==> config.mk <==
export PLATFORM = sky130hd
export DESIGN_NAME = da_partial_table
export DESIGN_NICKNAME = d
export VERILOG_FILES = /design/src/rtl/da_tbl_pkg.sv /design/src/rtl/da_tap_line.sv /design/src/rtl/da_fill_seq.sv /design/src/rtl/da_adder_bank.sv /design/src/rtl/da_partial_table.sv
export SDC_FILE = /design/constraint.sdc
export NUM_CORES = 1
export LEC_CHECK = 0
export CORE_MARGIN = 2
export CORE_UTILIZATION = 50
export DETAILED_ROUTE_END_ITERATION = 6
export PLACE_DENSITY = 0.81
export SKIP_LAST_GASP = 1
export SYNTH_ARGS = -nofsm -noshare
export SYNTH_HDL_FRONTEND = slang
export SYNTH_SLANG_ARGS = --single-unit
==> constraint.sdc <==
create_clock -name clk_i -period 7.5 [get_ports clk_i]
set_clock_uncertainty 0.2 [all_clocks]
set_input_delay 2.25 -clock clk_i [delete_from_list [all_inputs] [get_ports clk_i]]
set_output_delay 2.25 -clock clk_i [all_outputs]
set_load 0.01 [all_outputs]
==> src/rtl/da_tbl_pkg.sv <==
package da_tbl_pkg;

  localparam int NUM_TAPS   = 4;
  localparam int NUM_SLOTS  = (1 << NUM_TAPS) - 1;
  localparam int NUM_ADDERS = 7;
  localparam int GUARD_W    = $clog2(NUM_TAPS);
  localparam int MASK_W     = NUM_TAPS;

  typedef enum logic [1:0] {
    PH_IDLE   = 2'd0,
    PH_PAIR   = 2'd1,
    PH_TRIPLE = 2'd2,
    PH_QUAD   = 2'd3
  } fill_phase_e;

  // One adder operation: two source masks and a destination mask (0 = idle).
  typedef struct packed {
    logic [MASK_W-1:0] opa;
    logic [MASK_W-1:0] opb;
    logic [MASK_W-1:0] dst;
  } add_op_t;

  function automatic int unsigned popcnt(int unsigned m);
    int unsigned c = 0;
    for (int b = 0; b < NUM_TAPS; b++) c += (m >> b) & 1;
    return c;
  endfunction

  // Operand routing for each adder in each fill phase.
  function automatic add_op_t sched(int k, fill_phase_e ph);
    add_op_t o;
    o = '0;
    case (ph)
      PH_PAIR: begin
        case (k)
          0: o = '{4'd1, 4'd2, 4'd3};
          1: o = '{4'd2, 4'd4, 4'd6};
          2: o = '{4'd4, 4'd8, 4'd12};
          3: o = '{4'd1, 4'd4, 4'd5};
          4: o = '{4'd2, 4'd8, 4'd10};
          5: o = '{4'd1, 4'd8, 4'd9};
          default: o = '0;
        endcase
      end
      PH_TRIPLE: begin
        case (k)
          0: o = '{4'd3,  4'd4, 4'd7};
          1: o = '{4'd6,  4'd8, 4'd14};
          2: o = '{4'd12, 4'd1, 4'd13};
          3: o = '{4'd3,  4'd8, 4'd11};
          default: o = '0;
        endcase
      end
      PH_QUAD: begin
        if (k == 6) o = '{4'd14, 4'd1, 4'd15};
      end
      default: o = '0;
    endcase
    return o;
  endfunction

endpackage

==> src/rtl/da_tap_line.sv <==
module da_tap_line
  import da_tbl_pkg::*;
#(
  parameter int SAMPLE_W = 8
) (
  input  logic                clk_i,
  input  logic                rst_i,
  input  logic                shift_i,
  input  logic [SAMPLE_W-1:0] din_i,
  output logic [SAMPLE_W-1:0] taps_o [NUM_TAPS]
);

  logic [SAMPLE_W-1:0] tap_q [NUM_TAPS];

  for (genvar t = 0; t < NUM_TAPS; t++) begin : g_tap
    always_ff @(posedge clk_i) begin
      if (rst_i) begin
        tap_q[t] <= '0;
      end else if (shift_i) begin
        if (t == 0) tap_q[t] <= din_i;
        else        tap_q[t] <= tap_q[t-1];
      end
    end
    assign taps_o[t] = tap_q[t];
  end

endmodule

==> src/rtl/da_fill_seq.sv <==
module da_fill_seq
  import da_tbl_pkg::*;
(
  input  logic        clk_i,
  input  logic        rst_i,
  input  logic        start_i,
  output fill_phase_e phase_o,
  output logic        done_o
);

  fill_phase_e phase_q;
  logic        done_q;

  always_ff @(posedge clk_i) begin
    if (rst_i) begin
      phase_q <= PH_IDLE;
      done_q  <= 1'b0;
    end else if (start_i) begin
      phase_q <= PH_PAIR;
      done_q  <= 1'b0;
    end else begin
      case (phase_q)
        PH_PAIR:   phase_q <= PH_TRIPLE;
        PH_TRIPLE: phase_q <= PH_QUAD;
        PH_QUAD: begin
          phase_q <= PH_IDLE;
          done_q  <= 1'b1;
        end
        default:   phase_q <= PH_IDLE;
      endcase
    end
  end

  assign phase_o = phase_q;
  assign done_o  = done_q;

endmodule

==> src/rtl/da_adder_bank.sv <==
module da_adder_bank
  import da_tbl_pkg::*;
#(
  parameter int ENTRY_W = 10
) (
  input  fill_phase_e       phase_i,
  input  logic [ENTRY_W-1:0] view_i [NUM_SLOTS+1],
  output logic [ENTRY_W-1:0] sum_o  [NUM_ADDERS],
  output logic [MASK_W-1:0]  dst_o  [NUM_ADDERS]
);

  for (genvar k = 0; k < NUM_ADDERS; k++) begin : g_add
    add_op_t op;
    assign op       = sched(k, phase_i);
    assign sum_o[k] = view_i[op.opa] + view_i[op.opb];
    assign dst_o[k] = op.dst;
  end

endmodule

==> src/rtl/da_partial_table.sv <==
module da_partial_table
  import da_tbl_pkg::*;
#(
  parameter int SAMPLE_W = 8
) (
  input  logic                                     clk_i,
  input  logic                                     rst_i,
  input  logic                                     s_valid_i,
  output logic                                     s_ready_o,
  input  logic [SAMPLE_W-1:0]                      s_data_i,
  output logic [NUM_SLOTS*(SAMPLE_W+GUARD_W)-1:0]  tbl_o,
  output logic                                     tbl_valid_o
);

  localparam int ENTRY_W = SAMPLE_W + GUARD_W;

  logic                accept;
  logic [SAMPLE_W-1:0] taps [NUM_TAPS];
  fill_phase_e         phase;
  logic [ENTRY_W-1:0]  view [NUM_SLOTS+1];
  logic [ENTRY_W-1:0]  add_sum [NUM_ADDERS];
  logic [MASK_W-1:0]   add_dst [NUM_ADDERS];

  assign s_ready_o = ~rst_i;
  assign accept    = s_valid_i & s_ready_o;

  da_tap_line #(.SAMPLE_W(SAMPLE_W)) u_taps (
    .clk_i   (clk_i),
    .rst_i   (rst_i),
    .shift_i (accept),
    .din_i   (s_data_i),
    .taps_o  (taps)
  );

  da_fill_seq u_seq (
    .clk_i   (clk_i),
    .rst_i   (rst_i),
    .start_i (accept),
    .phase_o (phase),
    .done_o  (tbl_valid_o)
  );

  da_adder_bank #(.ENTRY_W(ENTRY_W)) u_bank (
    .phase_i (phase),
    .view_i  (view),
    .sum_o   (add_sum),
    .dst_o   (add_dst)
  );

  assign view[0] = '0;

  for (genvar m = 1; m <= NUM_SLOTS; m++) begin : g_slot
    if (popcnt(m) == 1) begin : g_single
      localparam int TI = $clog2(m);
      assign view[m] = {{GUARD_W{taps[TI][SAMPLE_W-1]}}, taps[TI]};
    end else begin : g_sum
      logic [ENTRY_W-1:0] slot_q;
      always_ff @(posedge clk_i) begin
        if (rst_i) begin
          slot_q <= '0;
        end else begin
          for (int k = 0; k < NUM_ADDERS; k++) begin
            if (add_dst[k] == MASK_W'(m)) slot_q <= add_sum[k];
          end
        end
      end
      assign view[m] = slot_q;
    end
    assign tbl_o[m*ENTRY_W-1 -: ENTRY_W] = view[m];
  end

endmodule

==> results.cfg <==
[run_status]
status = complete, no violations

[setup_path]
start_kind = input port
cp_data_arrival_time_ps = 3340
worstPathCellList = buf_4 -> clkinv_1 -> clkdlybuf4s50_1
worst-path-stages = 3
crit_family = buffers and inverters
critPathMaxFanout = 44
cp_slowest_stage_delay_ps = 510
worstRegToRegCells = 16
crit_type = input port to primary output
crit_path_top_delay_cell = clkdlybuf4s50_1
cp.required_ps = 5050
cp_num_buf_inv = 3
cp-end-kind = primary output

[routing]
postRouteAntennaNets = 0
dr.pass1.iters = 5
route.detailed.drc = 0
drt_iter0_markers = 875
via_per_inst = 5.97
wire_per_inst_um = 20.3
routed_wl_mm = 31.5
vias = 9236

[timing]
drv_slew = 0
rsz0062_at_grt = false
setup_viol = 0
fin_hold_ws_ps = 270
max_freq_mhz = 173
layout_setup_ws_ps = 1710
fin_crit_sh_pct = 77.3
setup_tns_ps = 0
slew-limit-headroom_pct = 26.3
worst_pin_slew_ps = 1100
hold_viol = 0
fin_crit_ps = 5790

[synth]
ys_ff_latch = 145
synthFlopType = dfxtp_1
synth-edff-count = 32
synth_area_sq_mm = 0.00984
synth_fp_nets = 1244
yosys_warnings = 0
async_flop_share_pct = 0
avgSynthCellArea_sq_um = 8.48
synth_cell_types = 71
yosysSeqAreaShare_pct = 32.8
synth_cells = 1161

[pwr]
total_power_mw = 2.17
power.leakage_nw = 4.80
ir_drop_mv = 0.166
p_per_area_mw_per_mm2 = 179

[layout]
antenna_cells = 0
finalNonFillerCells = 1547
layout.nets = 1352
layout-drive-gt1-share_pct = 5.85
fin_util_pct = 62.3
final_cell_area_sq_mm = 0.0121
area_growth_pct = 22.9

[clock_network]
post_cts.repair.setup_buffers = 0
insertion_delay_ps = 440
ctsHoldBuffers = 0
ctsResizeCount = 0
clk_pin_slew_ps = 60
cts_tree = done
cts_root_buf = clkbuf_16
cts_made_buffers = 17
clk_path_buf_depth = 2
numClockSinks = 145
htreeDepth = 4

[floorplanning]
core_sq_mm = 0.0194
io_pins = 163
num_rows = 51
initial_core_util_pct = 50.7
die_w_um = 144
die_area_sq_mm = 0.0208
die_h_um = 144

[grt]
grt_usage_pct = 30.4
grt_overflow_total = 0
grt_pass1_wl_mm = 47.6
grt_max_degree = 67
antenna_found_initial = 0
grt_pass1_vias = 8375

[placement]
place_ws_ps = 1700
numPortBuffers = 162
post_dp_cell_area_sq_mm = 0.0115
dp.cells = 1515
hpwl_mm = 21.9
place.gp.congestion = 0.980

[job]
drv_cap = 0

[min_path]
hold_path_depth = 2
hold_path.class = flop to flop
## synth_stat cells, types with 13 or more instances
cell type	count	area, sq um
mux2i_1	88	881
a21oi_1	67	335
nand2_1	89	334
dfxtp_1	113	2260
nor2_1	148	556
xor2_1	16	140
o21ai_0	79	395
a211oi_1	38	285
edfxtp_1	32	961
mux2_2	13	146
and2_1	75	469
xnor2_1	33	289
ha_1	65	813
inv_1	38	143
clkbuf_1	57	214
a21o_1	19	143
## area by class of cell
cell class / count / area (sq um)
clock buffers: 18 / 429
well taps: 265 / 332
repair buffers: 171 / 1690
multi-input cells: 893 / 6140
clock inverters: 14 / 129
flip-flops and latches: 145 / 3220
inverters: 41 / 154
fillers: 1674 / 7300
## worst paths after layout
kind                                            from                                      end  slack, ps
max                                            rst_i                                s_ready_o       1710
min          g_slot[15].g_sum.slot_q[5]$_SDFFE_PP0P_  g_slot[15].g_sum.slot_q[5]$_SDFFE_PP0P_        270
min reg2reg  g_slot[15].g_sum.slot_q[5]$_SDFFE_PP0P_  g_slot[15].g_sum.slot_q[5]$_SDFFE_PP0P_        270
max reg2reg              u_seq.phase_o[0]$_SDFF_PP0_  g_slot[14].g_sum.slot_q[4]$_SDFFE_PP0P_       2140
## tightest hold or removal path, stage by stage (launching register included)
cell and delay [ps]:
dfxtp_1 310, nand2b_1 60, a21oi_1 50
## metal layers
metal  GRT usage (%)  share of wire [%]  up-vias
met3            7.38                 10       90
met5               0                  0        -
li1                -                  -     4296
met4            14.1                4.3        0
met2            45.5                 44      536
met1            41.3                 42     4314
## power by group
part | switching, mW | internal (mW)
logic | 0.260 | 0.187
clock network | 0.364 | 0.460
registers | 0.0606 | 0.836
total | 0.684 | 1.48
## state kept, by name (all words and copies together), names as in the netlist
name and cells:
g_slot.g_sum.slot_q 110, u_taps.tap_q 32, u_seq.phase_o 2, u_seq.done_o 1
## placed cells by master, fill, tap and decap left out, types with 7 or more instances in the layout
| cell type | synthesis | final |
|---|---|---|
| o21a_1 | 9 | 9 |
| xor2_1 | 16 | 16 |
| clkbuf_16 | 0 | 17 |
| buf_4 | 8 | 10 |
| mux2i_1 | 88 | 88 |
| nand2b_1 | 8 | 8 |
| dfxtp_1 | 113 | 113 |
| mux2_2 | 13 | 13 |
| fa_1 | 7 | 7 |
| o21bai_1 | 8 | 8 |
| clkdlybuf4s50_1 | 0 | 161 |
| a22o_1 | 10 | 10 |
| inv_1 | 38 | 38 |
| and2_1 | 75 | 75 |
| nor2_1 | 148 | 147 |
| a211oi_1 | 38 | 38 |
| nand2_1 | 89 | 89 |
| nor2b_1 | 12 | 12 |
| a21o_1 | 19 | 19 |
| nand3_1 | 12 | 12 |
| ha_1 | 65 | 63 |
| a21oi_1 | 67 | 67 |
| o21ai_0 | 79 | 79 |
| nor3_1 | 12 | 12 |
| xnor2_1 | 33 | 33 |
| edfxtp_1 | 32 | 32 |
## cells by family after synthesis
kind of cell / share of synthesized area, %
flip-flops: 32.8
multiplexers: 10.4
AO/OA/AOI/OAI: 19.2
XOR/XNOR: 4.36
AND/OR/NAND/NOR: 18.0
buffers and inverters: 5.12
adder cells (fa/ha/maj): 10.1
Power figures use the tool's default switching activity.
